<file path="config.mk">
export PLATFORM = sky130hd
export DESIGN_NAME = nfs_sequencer
export DESIGN_NICKNAME = d
export VERILOG_FILES = /design/src/rtl/nfs_pkg.sv /design/src/rtl/nfs_lane_status.sv /design/src/rtl/nfs_poll_ctr.sv /design/src/rtl/nfs_sequencer.sv
export SDC_FILE = /design/constraint.sdc
export NUM_CORES = 1
export LEC_CHECK = 0
export ABC_AREA = 1
export BUFFER_PORTS_ARGS = -buffer_cell sky130_fd_sc_hd__buf_4
export CORE_AREA = 2 2 137 139
export CTS_CLUSTER_DIAMETER = 80
export CTS_CLUSTER_SIZE = 16
export DETAILED_ROUTE_END_ITERATION = 8
export DIE_AREA = 0 0 139 141
export GPL_ROUTABILITY_DRIVEN = 0
export PLACE_DENSITY = 0.69
export SETUP_SLACK_MARGIN = 0.15
export SYNTH_ARGS = -nofsm -noshare
export SYNTH_HDL_FRONTEND = slang
export SYNTH_SLANG_ARGS = --single-unit
</file>
<file path="constraint.sdc">
create_clock -name clk -period 4.98 [get_ports clk]
set_input_delay 0.249 -clock clk [delete_from_list [all_inputs] [get_ports clk]]
set_output_delay 0.249 -clock clk [all_outputs]
set_load 0.005 [all_outputs]
</file>
<file path="src/rtl/nfs_pkg.sv">
package nfs_pkg;
   localparam int LANE_W = 16;

   localparam logic [7:0] CMD_ARRAY  = 8'hFF;
   localparam logic [7:0] CMD_IDENT  = 8'h90;
   localparam logic [7:0] CMD_ERSET  = 8'h20;
   localparam logic [7:0] CMD_ERCONF = 8'hD0;
   localparam logic [7:0] CMD_PGSET  = 8'h40;
   localparam logic [7:0] CMD_STAT   = 8'h70;
   localparam logic [7:0] CMD_CLEAR  = 8'h50;

   localparam int BIT_READY = 7;
   localparam int BIT_ERFLT = 5;
   localparam int BIT_PGFLT = 4;

   typedef enum logic [3:0] {
      S_IDLE, S_CLR, S_SETUP, S_ISSUE, S_STAT, S_SREAD, S_SWAIT,
      S_ARRAY, S_RBREAD, S_RBWAIT, S_IDR0, S_IDR1, S_IDW1, S_DONE
   } seq_st_e;
endpackage

</file>
<file path="src/rtl/nfs_lane_status.sv">
module nfs_lane_status
   import nfs_pkg::*;
(
   input  logic [LANE_W-1:0] rd_lane,
   input  logic [LANE_W-1:0] wr_lane,
   output logic              rdy,
   output logic              er_flt,
   output logic              pg_flt,
   output logic              diff
);
   always_comb begin
      rdy    = rd_lane[BIT_READY];
      er_flt = rd_lane[BIT_ERFLT];
      pg_flt = rd_lane[BIT_PGFLT];
      diff   = (rd_lane != wr_lane);
   end
endmodule

</file>
<file path="src/rtl/nfs_poll_ctr.sv">
module nfs_poll_ctr #(
   parameter int PW = 16
) (
   input  logic          clk,
   input  logic          rst_n,
   input  logic          clear,
   input  logic          step,
   input  logic [PW-1:0] limit,
   output logic          last
);
   localparam int CW = PW + 1;

   logic [PW-1:0] cnt_q;
   logic [CW-1:0] eff_lim;

   always_comb begin
      eff_lim = (limit == '0) ? CW'(1) : {1'b0, limit};
      last    = ({1'b0, cnt_q} + CW'(1)) >= eff_lim;
   end

   always_ff @(posedge clk or negedge rst_n) begin
      if (!rst_n)     cnt_q <= '0;
      else if (clear) cnt_q <= '0;
      else if (step)  cnt_q <= cnt_q + PW'(1);
   end
endmodule

</file>
<file path="src/rtl/nfs_sequencer.sv">
module nfs_sequencer
   import nfs_pkg::*;
#(
   parameter int AW    = 20,
   parameter int LANES = 2,
   parameter int PW    = 16,
   localparam int DW   = LANES * LANE_W
) (
   input  logic          clk,
   input  logic          rst_n,
   input  logic          req_valid,
   output logic          req_ready,
   input  logic [1:0]    req_op,
   input  logic [AW-1:0] req_addr,
   input  logic [DW-1:0] req_data,
   input  logic [PW-1:0] poll_limit,
   output logic          bus_en,
   output logic          bus_we,
   output logic [AW-1:0] bus_addr,
   output logic [DW-1:0] bus_wdata,
   input  logic [DW-1:0] bus_rdata,
   output logic          done,
   output logic          ok,
   output logic [DW-1:0] id_word0,
   output logic [DW-1:0] id_word1
);
   if (LANES < 1) begin : g_bad_lanes
      $error("nfs_sequencer: LANES must be at least 1");
   end
   if (AW < 1) begin : g_bad_aw
      $error("nfs_sequencer: AW must be at least 1");
   end
   if (PW < 1) begin : g_bad_pw
      $error("nfs_sequencer: PW must be at least 1");
   end

   function automatic logic [DW-1:0] cmd_word(input logic [7:0] code);
      logic [DW-1:0] w;
      w = '0;
      for (int l = 0; l < LANES; l++) w[l*LANE_W +: 8] = code;
      return w;
   endfunction

   seq_st_e       st_q;
   logic [1:0]    op_q;
   logic [AW-1:0] addr_q;
   logic [DW-1:0] data_q;
   logic          stat_bad_q, tmo_q, rb_bad_q, err_pend_q;
   logic [DW-1:0] id0_q, id1_q;

   logic [LANES-1:0] rdy_v, er_v, pg_v, diff_v;
   logic all_rdy, any_er, any_pg, any_diff, poll_last, fail;
   logic is_prog, is_id;

   for (genvar l = 0; l < LANES; l++) begin : g_lane
      nfs_lane_status i_lane (
         .rd_lane (bus_rdata[l*LANE_W +: LANE_W]),
         .wr_lane (data_q[l*LANE_W +: LANE_W]),
         .rdy     (rdy_v[l]),
         .er_flt  (er_v[l]),
         .pg_flt  (pg_v[l]),
         .diff    (diff_v[l])
      );
   end

   nfs_poll_ctr #(.PW(PW)) i_poll (
      .clk   (clk),
      .rst_n (rst_n),
      .clear (st_q == S_IDLE),
      .step  (st_q == S_SWAIT),
      .limit (poll_limit),
      .last  (poll_last)
   );

   always_comb begin
      all_rdy  = &rdy_v;
      any_er   = |er_v;
      any_pg   = |pg_v;
      any_diff = |diff_v;
      is_prog  = (op_q == 2'b00);
      is_id    = op_q[1];
      fail     = stat_bad_q | tmo_q | rb_bad_q;
   end

   always_comb begin
      bus_en    = 1'b0;
      bus_we    = 1'b0;
      bus_addr  = addr_q;
      bus_wdata = '0;
      unique case (st_q)
         S_CLR: begin
            bus_en = 1'b1; bus_we = 1'b1; bus_wdata = cmd_word(CMD_CLEAR);
         end
         S_SETUP: begin
            bus_en = 1'b1; bus_we = 1'b1;
            bus_wdata = is_id   ? cmd_word(CMD_IDENT) :
                        is_prog ? cmd_word(CMD_PGSET) : cmd_word(CMD_ERSET);
         end
         S_ISSUE: begin
            bus_en = 1'b1; bus_we = 1'b1;
            bus_wdata = is_prog ? data_q : cmd_word(CMD_ERCONF);
         end
         S_STAT: begin
            bus_en = 1'b1; bus_we = 1'b1; bus_wdata = cmd_word(CMD_STAT);
         end
         S_ARRAY: begin
            bus_en = 1'b1; bus_we = 1'b1; bus_wdata = cmd_word(CMD_ARRAY);
         end
         S_SREAD, S_RBREAD, S_IDR0: bus_en = 1'b1;
         S_IDR1: begin
            bus_en = 1'b1; bus_addr = AW'(1);
         end
         default: ;
      endcase
   end

   always_ff @(posedge clk or negedge rst_n) begin
      if (!rst_n) begin
         st_q       <= S_IDLE;
         op_q       <= '0;
         addr_q     <= '0;
         data_q     <= '0;
         stat_bad_q <= 1'b0;
         tmo_q      <= 1'b0;
         rb_bad_q   <= 1'b0;
         err_pend_q <= 1'b0;
         id0_q      <= '0;
         id1_q      <= '0;
      end else begin
         unique case (st_q)
            S_IDLE: if (req_valid) begin
               op_q       <= req_op;
               addr_q     <= req_op[1] ? '0 : req_addr;
               data_q     <= req_data;
               stat_bad_q <= 1'b0;
               tmo_q      <= 1'b0;
               rb_bad_q   <= 1'b0;
               st_q       <= err_pend_q ? S_CLR : S_SETUP;
            end
            S_CLR: begin
               err_pend_q <= 1'b0;
               st_q       <= S_SETUP;
            end
            S_SETUP: st_q <= is_id ? S_IDR0 : S_ISSUE;
            S_ISSUE: st_q <= S_STAT;
            S_STAT:  st_q <= S_SREAD;
            S_SREAD: st_q <= S_SWAIT;
            S_SWAIT: begin
               if (all_rdy) begin
                  stat_bad_q <= is_prog ? any_pg : any_er;
                  st_q       <= S_ARRAY;
               end else if (poll_last) begin
                  tmo_q <= 1'b1;
                  st_q  <= S_ARRAY;
               end else begin
                  st_q <= S_STAT;
               end
            end
            S_ARRAY:  st_q <= is_prog ? S_RBREAD : S_DONE;
            S_RBREAD: st_q <= S_RBWAIT;
            S_RBWAIT: begin
               rb_bad_q <= any_diff;
               st_q     <= S_DONE;
            end
            S_IDR0: st_q <= S_IDR1;
            S_IDR1: begin
               id0_q <= bus_rdata;
               st_q  <= S_IDW1;
            end
            S_IDW1: begin
               id1_q <= bus_rdata;
               st_q  <= S_ARRAY;
            end
            S_DONE: begin
               err_pend_q <= fail;
               st_q       <= S_IDLE;
            end
            default: st_q <= S_IDLE;
         endcase
      end
   end

   always_comb begin
      req_ready = (st_q == S_IDLE);
      done      = (st_q == S_DONE);
      ok        = done & ~fail;
      id_word0  = id0_q;
      id_word1  = id1_q;
   end
endmodule

</file>
==> results of run 1 <==
## repair_timing
| item | in CTS | in global routing |
|---|---|---|
| hold buffers | 1 | 0 |
| hold endpoints to repair | 40 | 0 |
| buffers inserted | 0 | 0 |
| resized for setup | 0 | 0 |
## cell usage after synthesis, drive strengths merged
master | n | area, sq um
a21o | 1 | 7.51
a21oi | 16 | 80.1
a311oi | 1 | 8.76
a31oi | 1 | 6.26
a41o | 1 | 10.0
buf | 26 | 159
clkbuf | 6 | 22.5
dfrtp | 142 | 3550
ha | 17 | 213
inv | 148 | 556
nand2 | 240 | 913
nand3 | 26 | 135
nand3b | 1 | 7.51
nand4 | 5 | 31.3
nor2 | 76 | 324
nor3 | 14 | 85.1
nor4 | 5 | 31.3
o2111ai | 1 | 8.76
o211a | 1 | 10.0
o21ai | 126 | 631
o22ai | 18 | 113
or2 | 1 | 6.26
xnor2 | 12 | 105
xor2 | 15 | 131
## cells in the final DEF, fill, tap and decap left out, drive strengths merged, types with 15 or more instances in the layout
| cell type | instances |
|---|---|
| xor2 | 15 |
| a21oi | 16 |
| inv | 148 |
| nand2 | 240 |
| nor2 | 76 |
| ha | 17 |
| nand3 | 26 |
| clkbuf | 22 |
| dfrtp | 142 |
| o22ai | 18 |
| buf | 228 |
| o21ai | 126 |
## flip-flops by register name, indices dropped and copies added, names as in the netlist
name	cells
tmo_q	1
err_pend_q	1
rb_bad_q	1
id_word0	32
op_q	2
data_q	32
addr_q	20
stat_bad_q	1
id_word1	32
st_q	4
i_poll.cnt_q	16
## worst paths after layout
kind	from	endpoint	slack (ns)
worst max-delay path	st_q[3]	bus_wdata[21]	1.98
worst min-delay path	req_op[0]	op_q[0]	0.03
min in group asynchronous	rst_n	id_word1[13]	0.50
worst max register to register	i_poll.cnt_q[0]	tmo_q	2.20
max in group asynchronous	rst_n	rb_bad_q	3.37
worst min register to register	id_word1[3]	id_word1[3]	0.48
## critical path, delay by kind of cell (launching register included)
family | cells | cell delay [ns]
AO/OA/AOI/OAI | 1 | 0.33
flip-flops | 1 | 0.42
AND/OR/NAND/NOR | 3 | 1.33
buffers and inverters | 2 | 0.25
## per-layer routing
layer | vias to the layer above | part of all wire, %
met5 | - | 0
met4 | 0 | 2.0
met3 | 30 | 6.6
met2 | 217 | 47
met1 | 3092 | 45
li1 | 3269 | -
## power by group through the flow
stage                     Sequential, uW  Clock (uW)  Combinational [uW]
after global routing                2000        1470                2310
after CTS                           1930        1420                2090
after global placement              1940           0                2050
after detailed placement            1950           0                2080
final                               1940        1410                2070
after floorplan                     1920           0                1030
## logic make-up after synthesis
logic type	Yosys count	share of synthesized area, %
xor gates and xnor gates	27	3.31
adders and majority gates	17	2.98
and+or+nand+nor	368	21.5
buffers and inverters	180	10.3
AOI/OAI and AO/OA	166	12.2
DFF	142	49.7
## through the flow
stage	area (sq um)	utilization, %	instances	total power [uW]	hold slack (ns)
2_1_floorplan	7150	-	900	2950	-0.0466
3_3_place_gp	8970	49.1	1330	3990	0.425
3_5_place_dp	8970	49.1	1330	4030	0.432
4_1_cts	9630	52.7	1363	5440	0.0196
5_1_grt	9630	52.7	1363	5780	0.0317
6_report	9630	52.7	1363	5420	0.0299
## area by class of cell
| type | instances | area [sq um] | share of cell area, % |
|---|---|---|---|
| Clock buffer | 22 | 464 | 4.82 |
| Clock inverter | 10 | 185 | 1.92 |
| Inverter | 148 | 556 | 5.77 |
| Multi-Input combinational cell | 578 | 2860 | 29.7 |
| Sequential cell | 142 | 3550 | 36.9 |
| Tap cell | 234 | 293 | 3.04 |
| Timing Repair Buffer | 229 | 1730 | 17.9 |
==> impl_metrics.ini, run 1 <==
[status]
outcome = complete, no violations

[clocking]
cts.path.max_buffers = 2
clk_root_buffer_cell = clkbuf_16
htreeDepth = 4
numCtsBuffers = 17
cts_tree = yes
clk_transition_reported_paths_ns = 0.06
insertion_delay_ns = 0.42
numClockSinks = 142

[synth]
yosysSeqAreaShare_pct = 49.7
syn_nets = 1022
netlist_area_sq_mm = 0.00715
yosys_warnings = 0
synth-seq-cells = 142
avgSynthCellArea_sq_um = 7.94
syn_inst = 900
yosys.cell_types.count = 35

[power_and_ir_drop]
power.density_mw_per_mm2 = 562
p_comb_share_pct = 38.2
leakage_uw = 0.00517
clock_power_share_pct = 26.0
swShare_pct = 35.0
vdd.ir_drop.worst_mv = 0.350
p_seq_share_pct = 35.8
intPower_uw = 3520
switching_power_uw = 1890

[setup_path]
endpoint_kind = output pin
cp_max_fo = 19
path_cells = nor2_2 > inv_2 > nor2_1 > nand2_2 > o21ai_0 > buf_4
cp_data_required_time_ns = 4.73
arrival_ns = 2.75
start_kind = flip-flop
slowest_stage = nor2_1
r2r_cells = 19
cpPeakStageDelay_ns = 0.70
crit_type = reg2out

[global_route]
gr-total-overflow = 0
grt_usage_pct = 21.7
grt_max_degree = 103
grt_pass1_wl_mm = 33.5
grt_pass1_vias = 6354
grt_antenna_before_repair = 0
met3_usage_pct = 4.96
use_met2_pct = 35.1
top_usage_layer = met2
use_met1_pct = 29.2

[cells_and_area]
area_growth_pct = 34.8
num-fill-cells = 1790
antennaDiodeCount = 0
layout-drive-gt1-share_pct = 24.8
nNetsFinal = 1238

[sta]
slew_viol_final = 0
rsz0062_at_grt = false
slew_headroom_pct = 30.7
post-route-period-util_pct = 60.3
final_hold_viol_count = 0
fmax_ghz = 0.333
period_minus_slack_ns = 3.00
setup_viol = 0
finalClockSkew_ns = 0.00927
setup_ws_ns = 1.98
worst_pin_slew_ns = 1.04
tns_ns = 0

[floorplan]
io_pins = 226
floorplan.initialDensity_pct = 39.1
rows = 50
core_area_sq_mm = 0.0183
die_area_sq_mm = 0.0196
die_x_microns = 139
die_h_microns = 141

[placed_design]
dp_slack_ns = 2.24
dp_hpwl_mm = 15.7
port_buffers = 225

[detailed_routing]
routedWlPerCell_microns = 15.5
drt_first_pass_iters = 5
num_vias = 6608
drc = 0
drt_iter0_markers = 386
drt_wl_total_mm = 21.2
via_per_inst = 4.85
ant_nets = 0

[job]
cap_viol_max_count = 0

[hold_path]
worst_hold_path_type = in2reg
hold_path_depth = 3
(Power assumes the default switching activity.)
==> inputs of run 2 (changes only) <==
ABC_AREA = 0   (was 1)
CORE_AREA = 2 2 138 140   (was 2 2 137 139)
DIE_AREA = 0 0 140 142   (was 0 0 139 141)
PLACE_DENSITY = 0.71   (was 0.69)
clock period = 2.42 ns   (was 4.98 ns; I/O delays follow)
==> impl_metrics.ini, run 2 <==
[status]
outcome = complete, but fails checks
violations = DRC, setup timing

[hold_path]
worstHoldStart = req_valid
hold_path_depth = 3
holdPathEnd = st_q[0]
worst_hold_path_type = in2reg

[synth]
yosysMostFrequentCell = dfrtp_1
yosys.cell_types.count = 45
syn_nets = 787
netlist_area_sq_mm = 0.00719
synth_edf_count = 0
synthFlopType = dfrtp_1
yosysSeqAreaShare_pct = 49.4
synth_largest_area_cell = dfrtp_1
yosys_warnings = 0
syn_inst = 665
synth.top_cell.area_share_pct = 49.4
synth-seq-cells = 142
async_reset_ff_share_pct = 100
yosys-top-cells-area = dfrtp_1 49%, mux2_2 15%, xnor2_1 3.8%
synthTopCellsByCount = 142 x dfrtp_1, 98 x mux2_2, 51 x o21ai_0
avgSynthCellArea_sq_um = 10.8

[setup_path]
path_cells = ha_2 > and4_4 > and4_1 > and3_4 > nand3_4 > xnor2_2 > ha_1 > a21o_1 > a21oi_2 > nand4_1 > o31ai_2 > a31oi_1
cp_max_fo = 4
critPathBufInv = 0
crit_cells = 12
endpoint_kind = flip-flop
r2r_cells = 12
reg2reg_to = st_q[1]
cpPeakStageDelay_ns = 0.36
start_kind = flip-flop
rrSetupSlack_ns = -0.34
cp_data_required_time_ns = 2.70
timing.rr.start = i_poll.cnt_q[0]
crit_type = reg2reg
crit_family = simple AND/OR/NAND/NOR gates
arrival_ns = 3.04
slowest_stage = dfrtp_1

[power_and_ir_drop]
intPower_uw = 7530
p_seq_share_pct = 36.2
p_comb_share_pct = 41.1
power.density_mw_per_mm2 = 1040
clock_power_share_pct = 22.8
p_total_uw = 11300
vdd.ir_drop.worst_mv = 0.819
swShare_pct = 33.5
leakage_uw = 0.00529
switching_power_uw = 3800

[sta]
fmax_ghz = 0.362
tns_ns = -0.960
finalClockSkew_ns = 0.0111
slew_viol_final = 0
setup_ws_ns = -0.344
worst_pin_slew_ns = 0.601
post-route-period-util_pct = 114
setup_viol = 3
final_hold_viol_count = 0
whs_ns = 0.0996
slew_headroom_pct = 59.9
period_minus_slack_ns = 2.76
rsz0062_at_grt = true

[clocking]
clk_root_buffer_cell = clkbuf_16
insertion_delay_ns = 0.42
cts.path.max_buffers = 2
numCtsBuffers = 17
cts_tree = yes
htreeDepth = 4
clk_transition_reported_paths_ns = 0.06
numClockSinks = 142

[cells_and_area]
antennaDiodeCount = 0
nNetsFinal = 1127
stdcell_count = 1251
area_growth_pct = 51.4
layout-drive-gt1-share_pct = 41.3
final_cell_mix = 264 x buf_4, 139 x dfrtp_1, 98 x mux2_2
layout_commonest_cell = buf_4

[global_route]
grt_pass1_vias = 6458
gr-total-overflow = 0
use_met1_pct = 25.5
met3_usage_pct = 6.86
top_usage_layer = met2
grt_usage_pct = 21.5
grt_max_degree = 68
use_met2_pct = 38.2
grt_antenna_before_repair = 0
grt_pass1_wl_mm = 33.5

[floorplan]
die_area_sq_mm = 0.0199
core_area_sq_mm = 0.0185
io_pins = 226
die_x_microns = 140
rows = 50
die_h_microns = 142
floorplan.initialDensity_pct = 39.0

[placed_design]
dp.cells = 1128
port_buffers = 225
dp_hpwl_mm = 14.4

[detailed_routing]
routedWlPerCell_microns = 16.9
num_vias = 6147
ant_nets = 0
drt_wl_total_mm = 21.1
via_per_inst = 4.91
drc = 8
drt_iter0_markers = 183
drt_first_pass_iters = 8

[job]
cap_viol_max_count = 0
## run 2: logic make-up (layout without fill, tap and decap cells)
logic type                 Yosys count  in the layout  share of synthesized area (%)
AOI/OAI and AO/OA                  103            103                           8.49
xor gates and xnor gates            49             49                           6.07
adders and majority gates           17             17                           2.96
buffers and inverters               55            407                           3.20
DFF                                142            142                           49.4
muxes                               99             99                           15.5
and+or+nand+nor                    200            200                           14.4
## run 2: timing repair
item	CTS	global route
endpoints found under the setup margin	24	44
hold buffers	86	0
gates resized for setup	6	5
buffers inserted	5	1
hold endpoints to repair	165	0
pin swaps	4	2
## run 2: worst max path at each step
stage	startpoint	to	slack, ns
CTS	i_poll.cnt_q[0]	st_q[1]	-0.30
floorplan	i_poll.cnt_q[0]	st_q[1]	-0.30
global placement	i_poll.cnt_q[1]	st_q[1]	-0.31
detailed placement	i_poll.cnt_q[0]	st_q[1]	-0.42
global route	i_poll.cnt_q[0]	st_q[1]	-0.49
finish	i_poll.cnt_q[0]	st_q[1]	-0.34
## run 2: per-stage QoR
stage	worst slack (ns)	cell area (sq um)	util (%)
after global routing	-0.492	10900	59.0
final	-0.344	10900	59.0
after detailed placement	-0.419	9380	50.8
after floorplan	-0.299	7200	-
after global placement	-0.313	9380	50.8
after CTS	-0.304	10900	58.8
## run 2: per-layer routing
layer | share of wire, % | vias to the layer above
met3 | 6.4 | 15
met5 | 0 | -
met4 | 0.93 | 0
met2 | 51 | 178
li1 | - | 2986
met1 | 41 | 2968
## run 2: area by class of cell
type                       instances  area, sq um
clock buffer                      17          425
clock inverter                    14          144
fill                            1518         7570
inverter                          20         75.1
multi-input combinational        468         3460
sequential                       142         3560
tap                              234          293
timing repair buffer             356         2940
## run 2: power by group through the flow
stage | clock (uW) | sequential, uW | combinational (uW)
after floorplan | 0 | 4000 | 2320
after global placement | 0 | 4080 | 4440
after detailed placement | 0 | 4130 | 4500
after CTS | 2640 | 4080 | 4700
after global routing | 2730 | 4230 | 5090
final | 2580 | 4100 | 4660
## run 2: worst register-to-register path, delay by kind of cell, from the launching register on
| kind | cells | cell delay (ns) |
|---|---|---|
| AOI/OAI and AO/OA | 4 | 0.71 |
| and+or+nand+nor | 5 | 0.95 |
| DFF | 1 | 0.36 |
| xor gates and xnor gates | 1 | 0.14 |
| adders and majority gates | 2 | 0.49 |
